## src/rtl/irr_pkg.sv

```systemverilog
package irr_pkg;

    localparam logic [7:0] SEL_ID       = 8'h00;
    localparam logic [7:0] SEL_VER      = 8'h01;
    localparam logic [7:0] SEL_ARB      = 8'h02;
    localparam logic [7:0] SEL_TBL_BASE = 8'h10;

    typedef struct packed {
        logic [7:0]  dest;
        logic [38:0] rsvd;
        logic        mask;
        logic        level;
        logic        rirr;
        logic        pol;
        logic        dstat;
        logic        dmode;
        logic [2:0]  dlv;
        logic [7:0]  vec;
    } entry_t;

    localparam entry_t RST_ENTRY = '{mask: 1'b1, default: '0};

    // Replace one half of an entry; status bits follow their previous values,
    // and an edge-triggered result never keeps remote-IRR.
    function automatic entry_t entry_merge(entry_t cur, logic hi, logic [31:0] d);
        logic [63:0] b;
        entry_t      n;
        b = cur;
        if (hi) b[63:32] = d;
        else    b[31:0]  = d;
        n       = b;
        n.dstat = cur.dstat;
        n.rirr  = cur.rirr & n.level;
        return n;
    endfunction

endpackage

```

## src/rtl/irr_sel_decode.sv

```systemverilog
module irr_sel_decode
    import irr_pkg::*;
#(
    parameter int NPINS = 24,
    parameter int IW    = 5
) (
    input  logic [7:0]    sel,
    output logic          is_id,
    output logic          is_ver,
    output logic          is_arb,
    output logic          is_ent,
    output logic          is_oor,
    output logic          hi_half,
    output logic [IW-1:0] ent_idx
);
    logic [7:0] off;
    logic [6:0] raw;
    logic       in_zone;

    always_comb begin
        off     = sel - SEL_TBL_BASE;
        raw     = off[7:1];
        in_zone = (sel >= SEL_TBL_BASE);
        is_id   = (sel == SEL_ID);
        is_ver  = (sel == SEL_VER);
        is_arb  = (sel == SEL_ARB);
        is_ent  = in_zone && ({1'b0, raw} < 8'(NPINS));
        is_oor  = in_zone && !is_ent;
        hi_half = sel[0];
        ent_idx = raw[IW-1:0];
    end
endmodule

```

## src/rtl/irr_table.sv

```systemverilog
module irr_table
    import irr_pkg::*;
#(
    parameter int NPINS = 24,
    parameter int IW    = 5
) (
    input  logic             clk,
    input  logic             rst,
    input  logic             we,
    input  logic [IW-1:0]    widx,
    input  logic             whi,
    input  logic [31:0]      wdata,
    input  logic [NPINS-1:0] rirr_set,
    input  logic [NPINS-1:0] dstat_set,
    input  logic [NPINS-1:0] dstat_clr,
    output entry_t           tbl [NPINS]
);
    for (genvar i = 0; i < NPINS; i++) begin : g_pin
        entry_t cur, nxt;
        assign cur = tbl[i];

        always_comb begin
            nxt = cur;
            if (we && (widx == IW'(i)))
                nxt = entry_merge(cur, whi, wdata);
            if (rirr_set[i] && nxt.level)
                nxt.rirr = 1'b1;
            if (dstat_set[i])
                nxt.dstat = 1'b1;
            else if (dstat_clr[i])
                nxt.dstat = 1'b0;
        end

        always_ff @(posedge clk) begin
            if (rst) tbl[i] <= RST_ENTRY;
            else     tbl[i] <= nxt;
        end
    end
endmodule

```

## src/rtl/irr_event.sv

```systemverilog
module irr_event #(
    parameter int IW = 5
) (
    input  logic          clk,
    input  logic          rst,
    input  logic          fire,
    input  logic [IW-1:0] idx,
    input  logic          mask_old,
    input  logic          mask_new,
    input  logic          level_new,
    input  logic          pend,
    output logic          wr_stb,
    output logic [IW-1:0] wr_pin,
    output logic          mask_chg_stb,
    output logic          mask_chg_val,
    output logic          svc_req
);
    always_ff @(posedge clk) begin
        if (rst) begin
            wr_stb       <= 1'b0;
            wr_pin       <= '0;
            mask_chg_stb <= 1'b0;
            mask_chg_val <= 1'b0;
            svc_req      <= 1'b0;
        end else begin
            wr_stb       <= fire;
            mask_chg_stb <= fire && (mask_old != mask_new);
            svc_req      <= fire && level_new && pend;
            if (fire) begin
                wr_pin       <= idx;
                mask_chg_val <= mask_new;
            end
        end
    end
endmodule

```

## src/rtl/irq_route_regfile.sv

```systemverilog
module irq_route_regfile
    import irr_pkg::*;
#(
    parameter int          NPINS   = 24,
    parameter logic [7:0]  VERSION = 8'h11,
    localparam int         IW      = $clog2(NPINS)
) (
    input  logic                clk,
    input  logic                rst,
    input  logic                acc_valid,
    input  logic                acc_write,
    input  logic                acc_win,
    input  logic [31:0]         acc_wdata,
    output logic [31:0]         rd_data,
    input  logic [NPINS-1:0]    pend_level,
    input  logic [NPINS-1:0]    rirr_set,
    input  logic [NPINS-1:0]    dstat_set,
    input  logic [NPINS-1:0]    dstat_clr,
    output logic [NPINS*64-1:0] tbl_flat,
    output logic                wr_stb,
    output logic [IW-1:0]       wr_pin,
    output logic                mask_chg_stb,
    output logic                mask_chg_val,
    output logic                svc_req
);
    logic [7:0]    sel_q;
    logic [3:0]    id_q;
    logic          is_id, is_ver, is_arb, is_ent, is_oor, hi_half;
    logic [IW-1:0] ent_idx;
    entry_t        tbl [NPINS];
    entry_t        cur_ent, nxt_ent;
    logic          wr_sel, wr_win, ent_we;

    assign wr_sel = acc_valid && acc_write && !acc_win;
    assign wr_win = acc_valid && acc_write &&  acc_win;
    assign ent_we = wr_win && is_ent;

    always_ff @(posedge clk) begin
        if (rst) begin
            sel_q <= '0;
            id_q  <= '0;
        end else begin
            if (wr_sel)
                sel_q <= acc_wdata[7:0];
            if (wr_win && is_id)
                id_q <= acc_wdata[27:24];
        end
    end

    irr_sel_decode #(.NPINS(NPINS), .IW(IW)) u_dec (
        .sel     (sel_q),
        .is_id   (is_id),
        .is_ver  (is_ver),
        .is_arb  (is_arb),
        .is_ent  (is_ent),
        .is_oor  (is_oor),
        .hi_half (hi_half),
        .ent_idx (ent_idx)
    );

    irr_table #(.NPINS(NPINS), .IW(IW)) u_tbl (
        .clk       (clk),
        .rst       (rst),
        .we        (ent_we),
        .widx      (ent_idx),
        .whi       (hi_half),
        .wdata     (acc_wdata),
        .rirr_set  (rirr_set),
        .dstat_set (dstat_set),
        .dstat_clr (dstat_clr),
        .tbl       (tbl)
    );

    always_comb begin
        cur_ent = is_ent ? tbl[ent_idx] : RST_ENTRY;
        nxt_ent = entry_merge(cur_ent, hi_half, acc_wdata);
    end

    irr_event #(.IW(IW)) u_evt (
        .clk          (clk),
        .rst          (rst),
        .fire         (ent_we),
        .idx          (ent_idx),
        .mask_old     (cur_ent.mask),
        .mask_new     (nxt_ent.mask),
        .level_new    (nxt_ent.level),
        .pend         (is_ent && pend_level[ent_idx]),
        .wr_stb       (wr_stb),
        .wr_pin       (wr_pin),
        .mask_chg_stb (mask_chg_stb),
        .mask_chg_val (mask_chg_val),
        .svc_req      (svc_req)
    );

    always_comb begin
        logic [63:0] eb;
        eb = cur_ent;
        if (!acc_win)
            rd_data = {24'h0, sel_q};
        else if (is_ent)
            rd_data = hi_half ? eb[63:32] : eb[31:0];
        else if (is_oor)
            rd_data = 32'hFFFF_FFFF;
        else if (is_id || is_arb)
            rd_data = {4'h0, id_q, 24'h0};
        else if (is_ver)
            rd_data = {8'h00, 8'(NPINS - 1), 8'h00, VERSION};
        else
            rd_data = 32'h0;
    end

    for (genvar i = 0; i < NPINS; i++) begin : g_flat
        assign tbl_flat[i*64 +: 64] = tbl[i];
    end
endmodule

```

## config.mk

```make
export PLATFORM = sky130hd
export DESIGN_NAME = irq_route_regfile
export DESIGN_NICKNAME = d
export VERILOG_FILES = /design/src/rtl/irr_pkg.sv /design/src/rtl/irr_sel_decode.sv /design/src/rtl/irr_table.sv /design/src/rtl/irr_event.sv /design/src/rtl/irq_route_regfile.sv
export SDC_FILE = /design/constraint.sdc
export NUM_CORES = 2
export LEC_CHECK = 0
export CELL_PAD_IN_SITES_DETAIL_PLACEMENT = 2
export CELL_PAD_IN_SITES_GLOBAL_PLACEMENT = 2
export CORE_AREA = 2 2 672 674
export CTS_BUF_LIST = sky130_fd_sc_hd__clkbuf_8
export CTS_CLUSTER_SIZE = 12
export DETAILED_ROUTE_END_ITERATION = 10
export DIE_AREA = 0 0 674 676
export DONT_BUFFER_PORTS = 1
export PLACE_DENSITY = 0.38
export SLEW_MARGIN = 30
export SYNTH_ARGS = -nofsm -noshare
export SYNTH_HDL_FRONTEND = slang
export SYNTH_SLANG_ARGS = --single-unit
```

## constraint.sdc

```tcl
create_clock -name clk -period 7.3 [get_ports clk]
set_input_delay 0.365 -clock clk [delete_from_list [all_inputs] [get_ports clk]]
set_output_delay 0.365 -clock clk [all_outputs]
set_load 0.05 [all_outputs]
```

==> reports/qor.yml <==
min_period_over_period_pct: 81.9
dp_hpwl_mm: 466
crit_slowest_cell: "a311oi_1"
vias: 67000
die_x_um: 674
min_to: "u_tbl.tbl[974]$_SDFFE_PP0P_"
worstPathCellList: "inv_6 > ha_1 > or2_4 > o211ai_1 > nand3_1 > a311oi_1 > o221ai_1 > a22o_1"
yosysMostFrequentCell: "nand2_1"
synth_edf_count: 0
rr_worst_depth: 11
crit_family: "compound AO/OA/AOI/OAI gates"
dieArea_um2: 456000
syn-cell-area_um2: 67000
synthCells: 8065
peakVddDrop_mv: 0.106
seq_area_frac_synth_pct: 46.5
grt_max_degree: 207
ys_types: 70
grt_pass1_wl_mm: 800
drv_slew: 0
fmax_mhz: 167
ant_nets: 0
root_buffer: "clkbuf_8"
r2r_start: "sel_q[4]$_SDFFE_PP0P_"
drc: 0
drive_above_1_share_pct: 15.5
grt_use_total_pct: 27.0
met1_usage_pct: 31.0
synthesis.yosys.warnings: 0
syn_to_final_growth_pct: 24.5
portBuffers: 0
grt_pass1_vias: 68200
totalWireLength_mm: 640
fin_skew_ps: 46.3
async_flop_share_pct: 0
cts_buffer_depth: 4
cts.htree.levels: 5
final_nets: 8168
p_leak_uw: 0.0257
yosys.area.top_type: "dfxtp_1"
synth_nets: 8200
power_frac_seq_pct: 43.6
antenna_found_initial: 138
gp_routability_congestion: 0.876
share_comb_of_total_power_pct: 6.0
worst-path-buf-inv: 1
cts_made_buffers: 342
p_sw_share_pct: 29.4
io_pins: 1710
p_sw_uw: 5770
tritoncts: "done"
grt_busiest_layer: "met2"
cap_violations: 0
coreArea_um2: 448000
r2r-end: "u_tbl.tbl[1294]$_SDFFE_PP0P_"
p_int_uw: 13900
wl_per_cell_um: 44.9
vias_per_cell: 4.70
reg2reg_slack_ps: 2020
dr.pass1.iters: 5
netlist.area_leader.share_pct: 46.5
startpoint_type: "flip-flop"
critPathMaxFanout: 57
synth_ff_type: "dfxtp_1"
relSlewSlack_pct: 25.6
grt_overflow_total: 0
yosys-top-cells-area: "dfxtp_1 46%, nand2_1 18%, mux4_2 13%"
cts_setup_buffers: 0
required_ps: 6930
worst_slew_pin_slew_ps: 1120
ys_ff_latch: 1557
min_path_cells: 3
setup_viol: 0
clock_latency_ps: 1190
arrival_ps: 5610
grtUsageMet3_pct: 9.96
status: "complete, no violations"
worstHoldStart: "rirr_set[8]"
gr-usage-met2_pct: 45.1
worstSetupPathType: "flip-flop to output port"
clkTransAtPathRegs_ps: 60
min_period_ps: 5980
avgSynthCellArea_um2: 8.31
drtIter0Drc: 4648
rows: 246
dpl.cell_count: 13400
clkSinkCount: 1557
layout.cells.non_filler: 14300
yosys-top-cells-count: "3130 x nand2_1, 1560 x a21oi_1, 1557 x dfxtp_1"
final.setup.tns_ps: 0
power_per_cell_area_nw_per_um2: 235
hold_class: "input port to flip-flop"
clock_power_share_pct: 50.4
max_stage_delay_ps: 760
finalHoldViolCount: 0
cp-end-kind: "output port"
die_h_um: 676
start_util_pct: 15.0
rsz0062_at_grt: "no"
-- worst max path at each step --
stage,from,to,slack (ps),depth (start not counted)
after floorplan,sel_q[4]$_SDFFE_PP0P_,rd_data[15],2590,14
after global placement,sel_q[4]$_SDFFE_PP0P_,rd_data[5],2470,8
after detailed placement,sel_q[4]$_SDFFE_PP0P_,u_tbl.tbl[1294]$_SDFFE_PP0P_,2550,10
after CTS,sel_q[4]$_SDFFE_PP0P_,rd_data[2],1240,8
after global routing,sel_q[4]$_SDFFE_PP0P_,rd_data[6],1090,8
final,sel_q[4]$_SDFFE_PP0P_,rd_data[6],1320,8
-- placed cells by master (no fill, tap or decap), drive strengths merged, types with 4 or more instances in the layout --
cell / synthesis / layout
nand3: 62 / 62
nand2b: 7 / 7
mux2i: 105 / 105
diode: 0 / 45
o22ai: 25 / 25
a22oi: 26 / 26
clkbuf: 607 / 410
or2: 4 / 4
nand4: 16 / 16
dfxtp: 1557 / 1557
nor2b: 22 / 22
mux4: 401 / 401
a211oi: 12 / 12
a22o: 4 / 4
clkinvlp: 0 / 11
a31oi: 15 / 15
o21a: 8 / 8
dlygate4sd3: 0 / 189
clkinv: 3 / 23
nand2: 3130 / 3130
nor3: 25 / 25
inv: 32 / 168
a21oi: 1565 / 1565
a311oi: 9 / 9
o21ai: 32 / 32
o211ai: 4 / 4
and2: 10 / 10
buf: 177 / 219
a221oi: 11 / 11
nor2: 139 / 139
-- flip-flops by register name (all words and copies together) (netlist names) --
name / flops
u_tbl.tbl: 1536
sel_q: 8
u_evt.wr_pin: 5
id_q: 4
u_evt.mask_chg_stb: 1
u_evt.mask_chg_val: 1
u_evt.svc_req: 1
u_evt.wr_stb: 1
-- final cells by class --
| type | count | area, µm² |
|---|---|---|
| Clock inverter | 169 | 825 |
| Timing Repair Buffer | 408 | 4710 |
| Fill cell | 51300 | 364000 |
| Clock buffer | 410 | 5640 |
| Inverter | 35 | 140 |
| Antenna cell | 45 | 113 |
| Multi-Input combinational cell | 5689 | 33400 |
| Tap cell | 5952 | 7450 |
| Sequential cell | 1557 | 31200 |
-- per-layer routing --
metal,share of wire (%),routed length [µm]
met5,0.019,123
met4,4.9,31100
met2,47,301000
met1,39,249000
met3,9.2,59000
-- power groups by stage --
stage               Combinational (µW)  Clock [µW]  Sequential (µW)
floorplan                          501           0             8730
global placement                   685           0             8750
detailed placement                 701           0             8750
CTS                               1210       10300             8570
global route                      1220       10600             8560
finish                            1190        9900             8570
-- cell families (layout without fill, tap and decap cells) --
group	Yosys count	in the layout	synth area share, %
AO/OA/AOI/OAI	1745	1745	13.7
other	0	45	0
flip-flops	1557	1557	46.5
XOR/XNOR	1	1	0.0131
buffers and inverters	819	1022	4.95
multiplexers	508	508	15.1
AND/OR/NAND/NOR	3433	3433	19.8
adder cells (fa/ha/maj)	2	2	0.0373
-- stage by stage --
| stage | util [%] | power (µW) | hold WS, ps | cell area (µm²) | worst slack (ps) |
|---|---|---|---|---|---|
| after CTS | 18.6 | 20000 | 1.27 | 83300 | 1240 |
| after global routing | 18.6 | 20400 | 40.8 | 83400 | 1090 |
| after floorplan | - | 9230 | 464 | 67000 | 2590 |
| after global placement | 16.4 | 9440 | 440 | 73600 | 2470 |
| final | 18.6 | 19700 | 144 | 83500 | 1320 |
| after detailed placement | 16.5 | 9450 | 436 | 74100 | 2550 |
-- worst reg2reg max path, delay by kind of cell (launching register included) --
family          cells  cell delay (ps)
fa+ha+maj           1              340
simple gates        3             1290
buf+inv             4             1890
flops               1              530
compound gates      3             1130
-- what timing repair did --
| action | in CTS | in global routing |
|---|---|---|
| endpoints found under the hold margin | 1554 | 0 |
| resized for setup | 0 | 0 |
| hold buffers | 221 | 0 |
(Power assumes the default switching activity.)
